<file path="src/rtl/sram_out_pkg.sv">
package sram_out_pkg;
  typedef enum logic [1:0] {
    CMD_DSEL = 2'd0,
    CMD_RD   = 2'd1,
    CMD_WR   = 2'd2
  } cmd_e;

  // write wins over read when both are raised
  function automatic cmd_e decode_cmd(input logic rd, input logic wr);
    if (wr) return CMD_WR;
    if (rd) return CMD_RD;
    return CMD_DSEL;
  endfunction
endpackage

</file>
<file path="src/rtl/sram_out_cmd_stage.sv">
module sram_out_cmd_stage
  import sram_out_pkg::*;
(
  input  logic clk_i,
  input  logic rst_ni,
  input  cmd_e cmd_i,
  output cmd_e cmd_q_o
);
  always_ff @(posedge clk_i or negedge rst_ni) begin
    if (!rst_ni) cmd_q_o <= CMD_DSEL;
    else         cmd_q_o <= cmd_i;
  end
endmodule

</file>
<file path="src/rtl/sram_out_data_stage.sv">
module sram_out_data_stage
  import sram_out_pkg::*;
#(
  parameter int DATA_W = 72
) (
  input  logic              clk_i,
  input  logic              rst_ni,
  input  cmd_e              cmd_q_i,
  input  logic [DATA_W-1:0] rd_data_i,
  output logic              rd_q_o,
  output logic [DATA_W-1:0] data_q_o
);
  always_ff @(posedge clk_i or negedge rst_ni) begin
    if (!rst_ni) begin
      rd_q_o   <= 1'b0;
      data_q_o <= '0;
    end else begin
      rd_q_o <= (cmd_q_i == CMD_RD);
      if (cmd_q_i == CMD_RD) data_q_o <= rd_data_i;
    end
  end
endmodule

</file>
<file path="src/rtl/sram_out_drive_ctrl.sv">
module sram_out_drive_ctrl
  import sram_out_pkg::*;
#(
  parameter int DATA_W = 72
) (
  input  logic              pipe_mode_i,
  input  logic              dsel_single_i,
  input  logic              oe_ni,
  input  cmd_e              cmd_now_i,
  input  cmd_e              cmd_q_i,
  input  logic              rd_q_i,
  input  logic [DATA_W-1:0] data_q_i,
  input  logic [DATA_W-1:0] rd_data_i,
  output logic [DATA_W-1:0] dq_o,
  output logic              dq_oe_o,
  output logic              beat_o
);
  logic              slot;
  logic              dsel_early;
  logic [DATA_W-1:0] slot_data;
  logic              drive;

  always_comb begin
    if (pipe_mode_i) begin
      slot       = rd_q_i;
      slot_data  = data_q_i;
      dsel_early = (cmd_q_i == CMD_DSEL);   // one stage short of the read
    end else begin
      slot       = (cmd_q_i == CMD_RD);
      slot_data  = rd_data_i;
      dsel_early = (cmd_now_i == CMD_DSEL);
    end
    drive = slot && !(dsel_single_i && dsel_early)
            && (cmd_now_i != CMD_WR) && !oe_ni;
  end

  assign beat_o  = slot;
  assign dq_oe_o = drive;
  assign dq_o    = drive ? slot_data : '0;
endmodule

</file>
<file path="src/rtl/sram_out_sched.sv">
module sram_out_sched
  import sram_out_pkg::*;
#(
  parameter int DATA_W = 72
) (
  input  logic              clk_i,
  input  logic              rst_ni,
  input  logic              pipe_mode_i,
  input  logic              dsel_single_i,
  input  logic              oe_ni,
  input  logic              cmd_rd_i,
  input  logic              cmd_wr_i,
  input  logic [DATA_W-1:0] rd_data_i,
  output logic [DATA_W-1:0] dq_o,
  output logic              dq_oe_o,
  output logic              beat_o
);
  cmd_e              cmd_now;
  cmd_e              cmd_q;
  logic              rd_q;
  logic [DATA_W-1:0] data_q;

  assign cmd_now = decode_cmd(cmd_rd_i, cmd_wr_i);

  sram_out_cmd_stage i_cmd_stage (
    .clk_i   (clk_i),
    .rst_ni  (rst_ni),
    .cmd_i   (cmd_now),
    .cmd_q_o (cmd_q)
  );

  sram_out_data_stage #(.DATA_W(DATA_W)) i_data_stage (
    .clk_i     (clk_i),
    .rst_ni    (rst_ni),
    .cmd_q_i   (cmd_q),
    .rd_data_i (rd_data_i),
    .rd_q_o    (rd_q),
    .data_q_o  (data_q)
  );

  sram_out_drive_ctrl #(.DATA_W(DATA_W)) i_drive_ctrl (
    .pipe_mode_i   (pipe_mode_i),
    .dsel_single_i (dsel_single_i),
    .oe_ni         (oe_ni),
    .cmd_now_i     (cmd_now),
    .cmd_q_i       (cmd_q),
    .rd_q_i        (rd_q),
    .data_q_i      (data_q),
    .rd_data_i     (rd_data_i),
    .dq_o          (dq_o),
    .dq_oe_o       (dq_oe_o),
    .beat_o        (beat_o)
  );
endmodule

</file>
<file path="config.mk">
export PLATFORM = sky130hd
export DESIGN_NAME = sram_out_sched
export DESIGN_NICKNAME = d
export VERILOG_FILES = /design/src/rtl/sram_out_pkg.sv /design/src/rtl/sram_out_cmd_stage.sv /design/src/rtl/sram_out_data_stage.sv /design/src/rtl/sram_out_drive_ctrl.sv /design/src/rtl/sram_out_sched.sv
export SDC_FILE = /design/constraint.sdc
export NUM_CORES = 1
export LEC_CHECK = 0
export ABC_AREA = 1
export BUFFER_PORTS_ARGS = -buffer_cell sky130_fd_sc_hd__buf_2
export CORE_ASPECT_RATIO = 1.5
export CORE_UTILIZATION = 50
export DETAILED_ROUTE_END_ITERATION = 8
export PLACE_DENSITY = 0.81
export SYNTH_ARGS = -nofsm -noshare
export SYNTH_HDL_FRONTEND = slang
export SYNTH_SLANG_ARGS = --single-unit
</file>
<file path="constraint.sdc">
create_clock -name clk_i -period 1.59 [get_ports clk_i]
set_input_delay 0.318 -clock clk_i [delete_from_list [all_inputs] [get_ports clk_i]]
set_output_delay 0.318 -clock clk_i [all_outputs]
set_load 0.05 [all_outputs]
</file>
==> flow_summary.ini <==
[critical_path]
reg2reg_slack_ns = 0.11
crit_path_end_kind = output pin
cp_max_fo = 6
r2r_cells = 5
arrival_ns = 1.73
reg2reg_to = i_data_stage.data_q_o[69]$_DFFE_PN0N_
cp-start-kind = flip-flop
crit_required_ns = 1.27
r2r-start = i_cmd_stage.cmd_q_o[0]$_DFF_PN0_
crit_type = reg2out

[timing]
slew_viol_final = 0
fmax_mhz = 488
slew_headroom_pct = 57.7
finClkSkew_ns = 0.00525
worst_slew_pin_slew_ns = 0.634
fin_ws_ns = -0.459
worst_hold_slack_ns = -0.0190
setup_viol = 74
fin_tns_setup_ns = -29.40
hold_viol = 5
min_period_ns = 2.05
min_period_over_period_pct = 129
rsz0062_at_grt = yes

[drt]
totalWireLength_um = 11100
drt-pass1-iter-count = 4
drt_iter0_markers = 233
via_per_inst = 5.00
via_count = 4102
ant_nets = 0
avgRoutedWirePerCell_um = 13.5
remaining_drc_errors = 0

[clock_network]
cts_made_buffers = 9
clockRootBuffer = clkbuf_16
cts_tree = yes
cts.htree.levels = 3
clk_latency_ns = 0.33
path_clk_slew_ns = 0.06
hold_buffers = 0
clock_sinks = 75
cts_buffer_depth = 2

[synthesis]
syn-num-nets = 643
postSynthAreaPerCell_um2 = 7.28
ys_ff_latch = 75
synth_cells = 564
synth_edf_count = 0
yosysTopAreaCellShare_pct = 45.7
synth.area.top_cells = dfrtp_1 46%, nor2_1 12%, o21ai_0 8.9%, a21oi_1 8.8%, inv_1 7.2%
yosysUniqueCellTypes = 16
synthTopCellsByCount = 135 x nor2_1, 79 x inv_1, 75 x dfrtp_1, 75 x nand2_1, 73 x o21ai_0
synthFlopType = dfrtp_1
yosysWarnings = 0
async_flop_share_pct = 100
synth_area_mm2 = 0.00411
yosysSeqAreaShare_pct = 45.7
synth.most_common_cell = nor2_1
yosysTopAreaCell = dfrtp_1

[placement]
dpl.cell_count = 799
place_ws_ns = -0.267
place.gp.congestion = 0.796
portBuffers = 152
dp_hpwl_um = 7200
placed_cell_area_mm2 = 0.00547

[status]
violations = hold timing, setup timing
status = finished, violations left

[pwr]
power.density_mw_per_mm2 = 884
switchingPower_mw = 1.70
p_sw_share_pct = 31.1
power_frac_comb_pct = 23.0
power.leakage_nw = 3.12
power_frac_seq_pct = 43.8
p_int_mw = 3.76
vdd_drop_max_uv = 714
totalPowerFinal_mw = 5.46
clockPowerShare_pct = 33.2

[floorplanning]
die_h_um = 113
dieArea_mm2 = 0.00859
num_io_pins = 153
core-area_mm2 = 0.00801
die_w_um = 76.0
num_rows = 40
start_util_pct = 51.3

[finish]
nNetsFinal = 791
area_delta_synth_final_pct = 50.3
utilization_pct = 77.1
fin_cells = 821
drive_above_1_share_pct = 37.7
finalInstanceArea_mm2 = 0.00617
diodes = 0

[global_route]
grt.total_usage_pct = 27.3
grt_pass1_wl_um = 18200
antenna_found_initial = 0
grt-ovfl-total = 0
first_global_vias = 4044
grt_max_degree = 85

[run]
maxCapViolations = 0

[min_path]
hp-class = in2async
power groups by stage:
| stage | combinational [mW] | clock, mW | sequential (mW) |
|---|---|---|---|
| after floorplan | 0.864 | 0 | 2.37 |
| after global placement | 1.13 | 0 | 2.40 |
| after detailed placement | 1.18 | 0 | 2.42 |
| after CTS | 1.25 | 1.85 | 2.39 |
| after global routing | 1.39 | 1.94 | 2.43 |
| final | 1.26 | 1.81 | 2.39 |
flip-flops by register name (all words and copies together) (netlist names):
name,flops
i_data_stage.data_q_o,72
i_cmd_stage.cmd_q_o,2
i_data_stage.rd_q_o,1
placed cells by master, fill, tap and decap left out, types with 2 or more instances in the layout:
master and count:
o21ai_0 72, clkinv_2 3, buf_8 7, buf_2 76, buf_4 57, a21oi_1 72
buf_12 9, clkbuf_1 2, nand2_4 3, nor2_1 73, inv_1 76, dfrtp_1 75
nor2_4 71, nand2_1 74, buf_6 25, clkbuf_16 9, inv_2 2, buf_16 2
kinds of logic after synthesis:
kind of cell    share of synthesized area, %
buf+inv                                 12.8
simple gates                            23.9
flops                                   45.7
compound gates                          17.7
final cells by class:
type,instances,area [µm²]
clock buffers,12,246
clock inverters,3,15.0
well taps,105,131
fillers,535,1830
flip-flops and latches,75,1880
multi-input cells,371,2170
repair buffers,176,1430
inverters,79,300
timing repair:
| action | CTS | global route |
|---|---|---|
| setup endpoints to repair | 74 | 74 |
| pin swaps | 0 | 1 |
| resized for setup | 105 | 15 |
| buffers inserted | 6 | 1 |
worst max-delay path: stages (launching register included):
cell and delay [ns]:
dfrtp_1 0.39, inv_2 0.07, nand2_4 0.05, nand2_4 0.06, nand2_4 0.06, nor2_8 0.11
nand2_8 0.10, buf_16 0.16, buf_12 0.14, nor2_4 0.09, buf_6 0.16
worst max path at each step:
stage	from	end	slack [ns]
final	i_cmd_stage.cmd_q_o[1]$_DFF_PN0_	dq_o[68]	-0.46
after global routing	i_cmd_stage.cmd_q_o[1]$_DFF_PN0_	dq_o[8]	-0.54
after CTS	i_cmd_stage.cmd_q_o[1]$_DFF_PN0_	dq_o[8]	-0.47
after detailed placement	cmd_wr_i	dq_o[34]	-0.27
after global placement	cmd_wr_i	dq_o[8]	-0.23
after floorplan	i_cmd_stage.cmd_q_o[1]$_DFF_PN0_	dq_o[10]	-0.08
layer usage:
metal  wire length, µm  track usage (%)  vias to the layer above
met2              5780             48.4                      136
li1                  -                -                     2040
met3               444             6.61                       50
met1              4290             29.5                     1876
met4               603             16.0                        0
met5                 0                0                        -
No activity file was read; power rests on OpenSTA's default activity.
